## config.mk

```make
export PLATFORM = sky130hd
export DESIGN_NAME = clkbuf_cfg_i2c
export DESIGN_NICKNAME = d
export VERILOG_FILES = /design/src/rtl/cfgi2c_pkg.sv /design/src/rtl/cfgi2c_sync.sv /design/src/rtl/cfgi2c_cond.sv /design/src/rtl/cfgi2c_regbank.sv /design/src/rtl/cfgi2c_link.sv /design/src/rtl/clkbuf_cfg_i2c.sv
export SDC_FILE = /design/constraint.sdc
export NUM_CORES = 1
export LEC_CHECK = 0
export CORE_ASPECT_RATIO = 0.8
export CORE_UTILIZATION = 43
export CTS_BUF_LIST = sky130_fd_sc_hd__clkbuf_8
export DETAILED_ROUTE_END_ITERATION = 8
export PLACE_DENSITY = 0.65
export SLEW_MARGIN = 25
export SYNTH_ARGS = -nofsm -noshare
export SYNTH_HDL_FRONTEND = slang
export SYNTH_SLANG_ARGS = --single-unit
```

## constraint.sdc

```tcl
create_clock -name clk -period 4.1 [get_ports clk]
set_clock_uncertainty 0.05 [all_clocks]
set_input_delay 0.615 -clock clk [delete_from_list [all_inputs] [get_ports clk]]
set_output_delay 0.615 -clock clk [all_outputs]
set_load 0.02 [all_outputs]
```

## src/rtl/cfgi2c_pkg.sv

```systemverilog
package cfgi2c_pkg;
   localparam int unsigned BYTE_W = 8;

   typedef enum logic [2:0] {
      LS_IDLE,
      LS_ADDR,
      LS_ADDR_ACK,
      LS_WR_BYTE,
      LS_WR_ACK,
      LS_RD_BYTE,
      LS_RD_ACK,
      LS_IGNORE
   } link_state_e;
endpackage

```

## src/rtl/cfgi2c_sync.sv

```systemverilog
module cfgi2c_sync #(
   parameter int unsigned STAGES  = 2,
   parameter logic        RST_LVL = 1'b1
) (
   input  logic clk,
   input  logic rst_n,
   input  logic async_i,
   output logic level_o,
   output logic rise_o,
   output logic fall_o
);
   logic [STAGES-1:0] chain;
   logic              prev;

   generate
      if (STAGES < 2) begin : g_bad_stages
         $error("cfgi2c_sync: STAGES must be at least 2");
      end
   endgenerate

   always_ff @(posedge clk or negedge rst_n) begin
      if (!rst_n) begin
         chain <= {STAGES{RST_LVL}};
         prev  <= RST_LVL;
      end else begin
         chain <= {chain[STAGES-2:0], async_i};
         prev  <= chain[STAGES-1];
      end
   end

   assign level_o = chain[STAGES-1];
   assign rise_o  = chain[STAGES-1] & ~prev;
   assign fall_o  = ~chain[STAGES-1] & prev;
endmodule

```

## src/rtl/cfgi2c_cond.sv

```systemverilog
module cfgi2c_cond (
   input  logic scl_lvl,
   input  logic sda_rise,
   input  logic sda_fall,
   output logic start_o,
   output logic stop_o
);
   assign start_o = sda_fall & scl_lvl;
   assign stop_o  = sda_rise & scl_lvl;
endmodule

```

## src/rtl/cfgi2c_regbank.sv

```systemverilog
module cfgi2c_regbank #(
   parameter int unsigned NUM_REGS = 3,
   parameter logic [7:0]  REG_RST  = 8'hFF,
   parameter int unsigned IDXW     = 2
) (
   input  logic                  clk,
   input  logic                  rst_n,
   input  logic                  wr_en,
   input  logic [IDXW-1:0]       wr_idx,
   input  logic [7:0]            wr_data,
   input  logic [IDXW-1:0]       rd_idx,
   output logic [7:0]            rd_data,
   output logic [NUM_REGS*8-1:0] regs_flat
);
   genvar g;
   generate
      for (g = 0; g < NUM_REGS; g++) begin : g_reg
         logic [7:0] q;
         always_ff @(posedge clk or negedge rst_n) begin
            if (!rst_n)
               q <= REG_RST;
            else if (wr_en && (wr_idx == IDXW'(g)))
               q <= wr_data;
         end
         assign regs_flat[g*8 +: 8] = q;
      end
   endgenerate

   always_comb begin
      rd_data = 8'hFF;
      for (int i = 0; i < NUM_REGS; i++) begin
         if (rd_idx == IDXW'(i))
            rd_data = regs_flat[i*8 +: 8];
      end
   end

   // reads beyond the bank return the fill value
   p_rd_fill_r7: assert property (@(posedge clk) disable iff (!rst_n)
      (rd_idx >= IDXW'(NUM_REGS)) |-> (rd_data == 8'hFF));
endmodule

```

## src/rtl/cfgi2c_link.sv

```systemverilog
module cfgi2c_link
   import cfgi2c_pkg::*;
#(
   parameter logic [6:0]  SLAVE_ADDR = 7'h69,
   parameter int unsigned SKIP_BYTES = 2,
   parameter int unsigned NUM_REGS   = 3,
   parameter int unsigned IDXW       = 2
) (
   input  logic            clk,
   input  logic            rst_n,
   input  logic            enable,
   input  logic            sda_lvl,
   input  logic            scl_rise,
   input  logic            scl_fall,
   input  logic            start,
   input  logic            stop,
   input  logic [7:0]      rd_data,
   output logic            sda_drv,
   output logic            wr_en,
   output logic [IDXW-1:0] wr_idx,
   output logic [7:0]      wr_data,
   output logic [IDXW-1:0] rd_idx
);
   localparam int unsigned SKW = (SKIP_BYTES < 1) ? 1 : $clog2(SKIP_BYTES + 1);
   localparam logic [SKW-1:0]  SKIP_DONE = SKW'(SKIP_BYTES);
   localparam logic [IDXW-1:0] PTR_END   = IDXW'(NUM_REGS);
   localparam logic [3:0]      BITS_FULL = 4'(BYTE_W);

   link_state_e       state;
   logic [3:0]        bit_cnt;
   logic [7:0]        shreg;
   logic [SKW-1:0]    skip_cnt;
   logic [IDXW-1:0]   ptr;
   logic              rw;
   logic              ack_n;
   logic              byte_in_done;
   logic              ptr_room;

   assign byte_in_done = scl_fall && (bit_cnt == BITS_FULL);
   assign ptr_room     = (ptr < PTR_END);

   assign wr_en   = enable && !start && !stop && (state == LS_WR_BYTE) &&
                    byte_in_done && (skip_cnt == SKIP_DONE) && ptr_room;
   assign wr_idx  = ptr;
   assign wr_data = shreg;
   assign rd_idx  = ptr;

   always_ff @(posedge clk or negedge rst_n) begin
      if (!rst_n) begin
         state    <= LS_IDLE;
         bit_cnt  <= '0;
         shreg    <= '0;
         skip_cnt <= '0;
         ptr      <= '0;
         rw       <= 1'b0;
         ack_n    <= 1'b1;
         sda_drv  <= 1'b0;
      end else if (!enable) begin
         state   <= LS_IDLE;
         bit_cnt <= '0;
         sda_drv <= 1'b0;
      end else if (start) begin
         state    <= LS_ADDR;
         bit_cnt  <= '0;
         skip_cnt <= '0;
         ptr      <= '0;
         sda_drv  <= 1'b0;
      end else if (stop) begin
         state   <= LS_IDLE;
         sda_drv <= 1'b0;
      end else begin
         unique case (state)
            LS_ADDR, LS_WR_BYTE: begin
               if (scl_rise && (bit_cnt < BITS_FULL)) begin
                  shreg   <= {shreg[6:0], sda_lvl};
                  bit_cnt <= bit_cnt + 4'd1;
               end else if (byte_in_done) begin
                  bit_cnt <= '0;
                  if (state == LS_ADDR) begin
                     if (shreg[7:1] == SLAVE_ADDR) begin
                        rw      <= shreg[0];
                        sda_drv <= 1'b1;
                        state   <= LS_ADDR_ACK;
                     end else begin
                        state <= LS_IGNORE;
                     end
                  end else begin
                     sda_drv <= 1'b1;
                     state   <= LS_WR_ACK;
                     if (skip_cnt != SKIP_DONE)
                        skip_cnt <= skip_cnt + 1'b1;
                     else if (ptr_room)
                        ptr <= ptr + 1'b1;
                  end
               end
            end
            LS_ADDR_ACK: begin
               if (scl_fall) begin
                  if (rw) begin
                     shreg   <= rd_data;
                     sda_drv <= ~rd_data[7];
                     bit_cnt <= '0;
                     state   <= LS_RD_BYTE;
                     if (ptr_room) ptr <= ptr + 1'b1;
                  end else begin
                     sda_drv <= 1'b0;
                     state   <= LS_WR_BYTE;
                  end
               end
            end
            LS_WR_ACK: begin
               if (scl_fall) begin
                  sda_drv <= 1'b0;
                  state   <= LS_WR_BYTE;
               end
            end
            LS_RD_BYTE: begin
               if (scl_fall) begin
                  if (bit_cnt == 4'd7) begin
                     sda_drv <= 1'b0;
                     state   <= LS_RD_ACK;
                  end else begin
                     bit_cnt <= bit_cnt + 4'd1;
                     shreg   <= {shreg[6:0], 1'b0};
                     sda_drv <= ~shreg[6];
                  end
               end
            end
            LS_RD_ACK: begin
               if (scl_rise) begin
                  ack_n <= sda_lvl;
               end else if (scl_fall) begin
                  if (!ack_n) begin
                     shreg   <= rd_data;
                     sda_drv <= ~rd_data[7];
                     bit_cnt <= '0;
                     state   <= LS_RD_BYTE;
                     if (ptr_room) ptr <= ptr + 1'b1;
                  end else begin
                     state <= LS_IGNORE;
                  end
               end
            end
            default: begin
            end
         endcase
      end
   end

   // the slave never pulls SDA while it is receiving or idle
   p_rx_no_drive_r6: assert property (@(posedge clk) disable iff (!rst_n)
      ((state == LS_ADDR) || (state == LS_WR_BYTE) ||
       (state == LS_IGNORE) || (state == LS_IDLE)) |-> !sda_drv);

   // a complete write byte is always followed by an acknowledge
   p_ack_after_byte_r6: assert property (@(posedge clk) disable iff (!rst_n)
      (enable && !start && !stop && (state == LS_WR_BYTE) && byte_in_done)
      |=> (sda_drv && (state == LS_WR_ACK)));

   // START always restarts at the address phase
   p_start_restarts_r9: assert property (@(posedge clk) disable iff (!rst_n)
      (enable && start) |=> ((state == LS_ADDR) && (bit_cnt == 4'd0) && (ptr == '0)));

   // STOP returns the link to idle
   p_stop_idle_r5: assert property (@(posedge clk) disable iff (!rst_n)
      (enable && stop && !start) |=> (state == LS_IDLE));
endmodule

```

## src/rtl/clkbuf_cfg_i2c.sv

```systemverilog
module clkbuf_cfg_i2c #(
   parameter logic [6:0]  SLAVE_ADDR  = 7'h69,
   parameter int unsigned NUM_REGS    = 3,
   parameter int unsigned SKIP_BYTES  = 2,
   parameter int unsigned SYNC_STAGES = 2,
   parameter logic [7:0]  REG_RST     = 8'hFF
) (
   input  logic                  clk,
   input  logic                  rst_n,
   input  logic                  pwr_dn_n,
   input  logic                  scl_i,
   input  logic                  sda_i,
   output logic                  sda_oe,
   output logic [NUM_REGS*8-1:0] cfg_en
);
   localparam int unsigned IDXW = $clog2(NUM_REGS + 1);

   generate
      if ((NUM_REGS < 1) || (NUM_REGS > 64)) begin : g_bad_regs
         $error("clkbuf_cfg_i2c: NUM_REGS out of range 1..64");
      end
      if (SYNC_STAGES < 2) begin : g_bad_sync
         $error("clkbuf_cfg_i2c: SYNC_STAGES must be at least 2");
      end
   endgenerate

   logic scl_lvl, scl_rise, scl_fall;
   logic sda_lvl, sda_rise, sda_fall;
   logic start_w, stop_w;
   logic sda_drv_w, wr_en_w;
   logic [IDXW-1:0] wr_idx_w, rd_idx_w;
   logic [7:0] wr_data_w, rd_data_w;

   cfgi2c_sync #(.STAGES(SYNC_STAGES), .RST_LVL(1'b1)) u_scl_sync (
      .clk(clk), .rst_n(rst_n), .async_i(scl_i),
      .level_o(scl_lvl), .rise_o(scl_rise), .fall_o(scl_fall));

   cfgi2c_sync #(.STAGES(SYNC_STAGES), .RST_LVL(1'b1)) u_sda_sync (
      .clk(clk), .rst_n(rst_n), .async_i(sda_i),
      .level_o(sda_lvl), .rise_o(sda_rise), .fall_o(sda_fall));

   cfgi2c_cond u_cond (
      .scl_lvl(scl_lvl), .sda_rise(sda_rise), .sda_fall(sda_fall),
      .start_o(start_w), .stop_o(stop_w));

   cfgi2c_link #(
      .SLAVE_ADDR(SLAVE_ADDR), .SKIP_BYTES(SKIP_BYTES),
      .NUM_REGS(NUM_REGS), .IDXW(IDXW)
   ) u_link (
      .clk(clk), .rst_n(rst_n), .enable(pwr_dn_n),
      .sda_lvl(sda_lvl), .scl_rise(scl_rise), .scl_fall(scl_fall),
      .start(start_w), .stop(stop_w), .rd_data(rd_data_w),
      .sda_drv(sda_drv_w), .wr_en(wr_en_w), .wr_idx(wr_idx_w),
      .wr_data(wr_data_w), .rd_idx(rd_idx_w));

   cfgi2c_regbank #(.NUM_REGS(NUM_REGS), .REG_RST(REG_RST), .IDXW(IDXW)) u_bank (
      .clk(clk), .rst_n(rst_n), .wr_en(wr_en_w), .wr_idx(wr_idx_w),
      .wr_data(wr_data_w), .rd_idx(rd_idx_w), .rd_data(rd_data_w),
      .regs_flat(cfg_en));

   assign sda_oe = sda_drv_w & pwr_dn_n;

   // power-down clears the internal drive request on the next edge
   p_pd_release_r8: assert property (@(posedge clk) disable iff (!rst_n)
      !pwr_dn_n |=> !sda_drv_w);

   // register contents are frozen while powered down
   p_pd_hold_r8: assert property (@(posedge clk) disable iff (!rst_n)
      !pwr_dn_n |=> $stable(cfg_en));
endmodule

```

==> metrics.md, run 1 <==
| Metric | Value |
|---|---|
| Period Utilization, post-route | between 60% and 70% |
| Layout cell share with drive strength beyond 1 | roughly a quarter |
| Worst hold path type | in -> async |
| Total GRT Usage | 19.1% |
| Top cell type's share of synthesized area | between 20% and 30% |
| Distinct cells, synth | 53 |
| Grt ovf | 0 |
| CORE AREA | between 0.006 and 0.007 sq mm |
| Synthesis Warnings | 0 |
| Post-route ant nets | 0 |
| Clk sink count | 52 |
| Synth top area cells | dfstp_2 28%, dfrtp_1 18%, mux2_2 11% |
| DRC | 0 |
| Initial Util | ~45% |
| Cells after Synth | 278 |
| Port Buffers | 29 |
| DR vias/cell | 5.55 |
| RSZ-0062 raised after global routing | no |
| Post-synth EDFFs | 0 |
| Final hold violations | 0 |
| Die height | 75.0 microns |
| Setup TNS | 0 ns |
| Clock transition at the registers of the reported paths | 0.10 ns |
| Leak pwr | around 1.4 nW |
| H-tree levels | 2 |
| Min Clock Period, post-route | roughly 2.7 ns |
| Final net count | 314 |
| Die Area | ~0.0070 sq mm |
| Reg2Reg Depth | 5 |
| Syn Nets | 290 |
| CTS resizes | 0 |
| Drt first pass iters | 4 |
| Setup violators final | 0 |
| Maximum clock rate | between 300 and 400 MHz |
| Clk root buf | clkbuf_8 |
| Worst EP required | roughly 4.3 ns |
| WL final | a little over 6000 microns |
| Clock latency on the worst-skew pair | 0.30 ns |
| Routed len/inst | 16.1 microns |
| Area grow syn2layout | 17.4% |
| CTS Buf Count | 5 |
| Status | finished, final reports clean |
| Clock tree buffer depth | 2 |
| Inserted Diodes | 0 |
| CTS tree | done |
| PwrDens | 390 mW/mm^2 |
| Fillers | between 500 and 600 |
| Mean Syn Cell Area | between 10 and 15 sq um |
| Vias | 2147 |
| Half-perimeter wire length after placement | around 4500 microns |
| WP data arrival | 2.90 ns |
| Die outline width | 93.2 microns |
| Register Area | 0.00134 sq mm |
| Sequential share of the synthesized area | between 40 and 50% |
| Headroom to the max-slew limit | 49.9% |
| First-pass GRT wire length | 10200 microns |
| Most used flip-flop cell after synthesis | dfstp_2 |
| Critical path class | reg -> reg |
| Slew Viols, Final | 0 |
| Post-synthesis async set-or-reset flop share | 100% |
| Ports | 30 |
| Largest net degree at the start of global routing | 31 |
| Hold_buf cts | 0 |
| Synthesized flop and latch total | 52 |
| Antenna violations before repair | 0 |
| Worst Max-Slew Pin Slew | about 0.75 ns |
| Area of the multi-input gates | 0.00139 sq mm |
| GPL Wtd Cong | ~0.84 |
| Worst vdd ir | 0.289 mV |
| Critical Path Fanout Max | 15 |
| Total power | roughly 1.3 mW |
| Vias in the first global route | around 2000 |
| Startpoint Class | flop |
| Setup crit end kind | flop |
| Row cnt | 26 |
| Max_cap viols | 0 |
| Post-CTS Setup Bufs | 0 |
| Most area-hungry cell type in the Yosys netlist | dfstp_2 |
| Initial DRC Count | about 150 |
| Post-Syn Area | approximately 0.0029 sq mm |
==> sequential cells by signal (all words and copies together) (netlist names) <==
register / cells
u_link.bit_cnt: 4
u_link.rd_idx: 2
u_link.sda_drv: 1
u_scl_sync.chain: 2
u_link.rw: 1
u_sda_sync.prev: 1
u_link.ack_n: 1
u_link.wr_data: 8
u_sda_sync.chain: 2
u_link.skip_cnt: 2
u_scl_sync.prev: 1
u_link.state: 3
u_bank.g.q: 24
==> worst paths after layout <==
kind	slack, ns	start	to
worst max-delay path	1.38	u_link.state[0]	u_bank.g_reg[0].q[2]
worst min-delay path	0.28	rst_n	u_link.wr_data[7]
worst max register to register	1.38	u_link.state[0]	u_bank.g_reg[0].q[2]
worst min register to register	0.31	u_scl_sync.chain[0]	u_scl_sync.chain[1]
max in group asynchronous	2.90	rst_n	u_link.ack_n
min in group clk	0.31	u_scl_sync.chain[0]	u_scl_sync.chain[1]
==> cells by family (layout without fill, tap and decap cells) <==
logic type	count (synthesis)	in the layout	share of synthesized area (%)
and+or+nand+nor	91	91	18.0
AOI/OAI and AO/OA	67	67	15.6
DFF	52	52	46.8
buffers and inverters	30	55	4.55
muxes	29	29	11.4
adders and majority gates	7	7	3.06
xor gates and xnor gates	2	2	0.612
==> through the flow <==
stage               cell area [sq um]  worst slack [ns]  cells  utilization, %  hold WS (ns)
global placement                 3200              1.36    379            49.9         0.296
finish                           3360              1.38    387            52.4         0.281
floorplan                        2860              2.10    278               -         0.269
detailed placement               3200              1.21    379            49.9         0.297
global route                     3360              1.24    387            52.4         0.312
CTS                              3360              1.42    387            52.4         0.299
==> power breakdown <==
part / leakage, nW / switching (mW) / total (mW) / internal [mW]
sequential: 0.602 / 0.0805 / 0.647 / 0.566
combinational: 0.690 / 0.0982 / 0.190 / 0.0918
clock: 0.0784 / 0.167 / 0.472 / 0.305
==> synthesized netlist by cell type, drive strengths merged, types with 7 or more instances <==
cell	number
a21oi	15
and2	7
clkbuf	9
dfrtp	21
dfstp	31
ha	7
inv	15
mux2	28
nand2	22
nand3	11
nor2	14
nor2b	8
o21ai	21
==> per-layer routing <==
metal | up-vias | GRT usage, % | share of wire, %
li1 | 1036 | - | -
met1 | 1048 | 30.7 | 53
met2 | 58 | 26.8 | 41
met3 | 5 | 3.33 | 5.3
met4 | 0 | 3.59 | 0.61
met5 | - | 0 | 0
==> critical path: stages, from the launching register on <==
cell and delay (ns):
dfrtp_1 0.64, nor2b_2 0.35, and2_1 0.30, and4_1 0.46, and2_1 0.45, mux2_2 0.39
==> placed cells by master, fill, tap and decap left out, drive strengths merged, types with 3 or more instances in the layout <==
| cell | count |
|---|---|
| nand3b | 4 |
| a221oi | 6 |
| ha | 7 |
| dfstp | 31 |
| clkdlybuf4s50 | 28 |
| o21ai | 21 |
| bufinv | 3 |
| nor3 | 4 |
| nand2b | 4 |
| o211ai | 3 |
| nor2 | 14 |
| nand4 | 3 |
| nand3 | 11 |
| buf | 4 |
| inv | 15 |
| and2 | 7 |
| dfrtp | 21 |
| nand2 | 22 |
| nor2b | 8 |
| a21o | 3 |
| mux2 | 28 |
| clkbuf | 5 |
| a21oi | 15 |
| nor3b | 3 |
==> area by class of cell <==
| class | instances | share of cell area, % |
|---|---|---|
| Multi-Input combinational cell | 196 | 41.4 |
| Sequential cell | 52 | 39.9 |
| Timing Repair Buffer | 32 | 9.16 |
| Tap cell | 84 | 3.13 |
| Clock inverter | 3 | 2.68 |
| Clock buffer | 5 | 2.05 |
| Inverter | 15 | 1.68 |
(Power assumes the default switching activity.)
==> inputs of run 2 (changes only) <==
- clock period: 4.1 -> 2.8 ns (I/O delays scaled with it)
==> metrics.md, run 2 (synthesis gave the netlist of run 1 again) <==
| Metric | Value |
|---|---|
| Status | finished, final reports clean (unchanged) |
| First-pass GRT wire length | 10100 microns (was 10200 microns) |
| Final net count | 320 (was 314) |
| Startpoint Class | flop (unchanged) |
| Setup violators final | 0 (unchanged) |
| CTS tree | done (unchanged) |
| Slew Viols, Final | 0 (unchanged) |
| Worst Max-Slew Pin Slew | 0.803 ns (was 0.751 ns) |
| Vias in the first global route | 1984 (was 1965) |
| Antenna violations before repair | 0 (unchanged) |
| Most common cell after layout, fill and taps aside | dfstp_2 (unchanged) |
| Headroom to the max-slew limit | 46.5% (was 49.9%) |
| Critical Path Fanout Max | 8 (was 15) |
| Most frequent cells in the layout | 31 x dfstp_2, 28 x mux2_2, 28 x clkdlybuf4s50_1, 22 x nand2_1 (unchanged) |
| Total power | 1.76 mW (was 1.31 mW) |
| Max reg flops | 24 (unchanged) |
| Routed len/inst | 16.0 microns (was 16.1 microns) |
| Clock power frac | 30.4% (was 36.1%) |
| Hold_buf cts | 0 (unchanged) |
| Fillers | 575 (was 562) |
| CTS resizes | 0 (unchanged) |
| Clk root buf | clkbuf_8 (unchanged) |
| Seq pwr share | 53.2% (was 49.4%) |
| Maximum clock rate | 427 MHz (was 368 MHz) |
| Setup TNS | 0 ns (unchanged) |
| Largest reg by FF count | u_bank.g.q (unchanged) |
| Half-perimeter wire length after placement | 4460 microns (was 4480 microns) |
| Grt ovf | 0 (unchanged) |
| H-tree levels | 2 (unchanged) |
| PwrDens | 522 mW/mm^2 (was 390 mW/mm^2) |
| Hold Slack | 0.0406 ns (was 0.281 ns) |
| Inserted Diodes | 0 (unchanged) |
| Ports | 30 (unchanged) |
| Area grow syn2layout | 17.9% (was 17.4%) |
| Post-CTS Setup Bufs | 0 (unchanged) |
| Internal power | 1.24 mW (was 0.963 mW) |
| Worst EP required | 2.99 ns (was 4.28 ns) |
| Worst vdd ir | 0.216 mV (was 0.289 mV) |
| Clock latency on the worst-skew pair | 0.31 ns (was 0.30 ns) |
| CORE AREA | 0.00641 sq mm (unchanged) |
| Area of the multi-input gates | 0.00139 sq mm (unchanged) |
| WL final | 6310 microns (was 6220 microns) |
| Die Area | 0.00699 sq mm (unchanged) |
| Row cnt | 26 (unchanged) |
| Register Area | 0.00134 sq mm (unchanged) |
| Initial DRC Count | 133 (was 148) |
| DRC | 0 (unchanged) |
| Setup crit end kind | flop (unchanged) |
| Critical path class | reg -> reg (unchanged) |
| Post-layout util | 52.6% (was 52.4%) |
| Clock transition at the registers of the reported paths | 0.11 ns (was 0.10 ns) |
| Combinational share of power | 16.3% (was 14.5%) |
| Post-route ant nets | 0 (unchanged) |
| Vias | 2208 (was 2147) |
| Min Clock Period, post-route | 2.34 ns (was 2.72 ns) |
| Worst hold path type | in -> async (unchanged) |
| Final hold violations | 0 (unchanged) |
| Switching power total | 0.523 mW (was 0.346 mW) |
| Clock tree buffer depth | 2 (unchanged) |
| Clk sink count | 52 (unchanged) |
| Die height | 75.0 microns (unchanged) |
| Initial Util | 44.7% (unchanged) |
| Port Buffers | 29 (unchanged) |
| Switching Share | 29.7% (was 26.4%) |
| Leak pwr | 1.38 nW (was 1.37 nW) |
| Total GRT Usage | 18.8% (was 19.1%) |
| Layout cell share with drive strength beyond 1 | 27.2% (was 25.7%) |
| RSZ-0062 raised after global routing | no (unchanged) |
| Period Utilization, post-route | 83.6% (was 66.3%) |
| WP data arrival | 2.53 ns (was 2.90 ns) |
| Max_cap viols | 0 (unchanged) |
| CTS Buf Count | 5 (unchanged) |
| Drt first pass iters | 4 (unchanged) |
| GPL Wtd Cong | 0.883 (was 0.842) |
| Largest net degree at the start of global routing | 53 (was 31) |
| DR vias/cell | 5.62 (was 5.55) |
| Die outline width | 93.2 microns (unchanged) |
-- run 2: routing by layer --
layer | global-route usage [%] | part of all wire (%)
met2 | 25.7 | 41
met4 | 4.44 | 0.40
met5 | 0 | 0
met3 | 3.43 | 3.0
met1 | 30.2 | 55
-- run 2: path summary, 6_finish.rpt --
| check | end | cells past startpoint | slack (ns) | start |
|---|---|---|---|---|
| hold reg to reg | u_sda_sync.chain[1] | 0 | 0.31 | u_sda_sync.chain[0] |
| min in group clk | u_sda_sync.chain[1] | 0 | 0.31 | u_sda_sync.chain[0] |
| max in group asynchronous | u_scl_sync.chain[0] | 2 | 2.37 | rst_n |
| setup reg to reg | u_bank.g_reg[0].q[4] | 7 | 0.46 | u_link.bit_cnt[0] |
| hold / removal | u_link.wr_data[1] | 2 | 0.04 | rst_n |
| setup / recovery | u_bank.g_reg[0].q[4] | 7 | 0.46 | u_link.bit_cnt[0] |
-- run 2: power groups by stage --
stage	clock network, mW	registers, mW	logic, mW
after floorplan	0	0.906	0.216
after global placement	0	0.947	0.283
after detailed placement	0	0.950	0.290
after CTS	0.546	0.938	0.290
after global routing	0.573	0.954	0.324
final	0.537	0.938	0.288
-- run 2: layout make-up --
class	count	share of cell area, %
timing repair buffer	38	10.8
clock inverter	3	1.37
sequential	52	39.7
multi-input combinational	196	41.2
tap	84	3.12
inverter	15	1.67
clock buffer	5	2.04
-- run 2: stage by stage --
stage                     cell area [sq um]  instances  worst slack, ns
after detailed placement               3260        385            0.362
final                                  3370        393            0.459
after CTS                              3370        393            0.459
after floorplan                        2860        278            0.800
after global placement                 3260        385            0.445
after global routing                   3370        393            0.335
-- run 2: worst max-delay path, stage by stage, from the launching register on --
cell and delay, ns:
dfrtp_1 0.43, inv_1 0.07, ha_1 0.16, and3b_1 0.22
and2_1 0.16, and4_1 0.35, and2_1 0.44, mux2_2 0.39
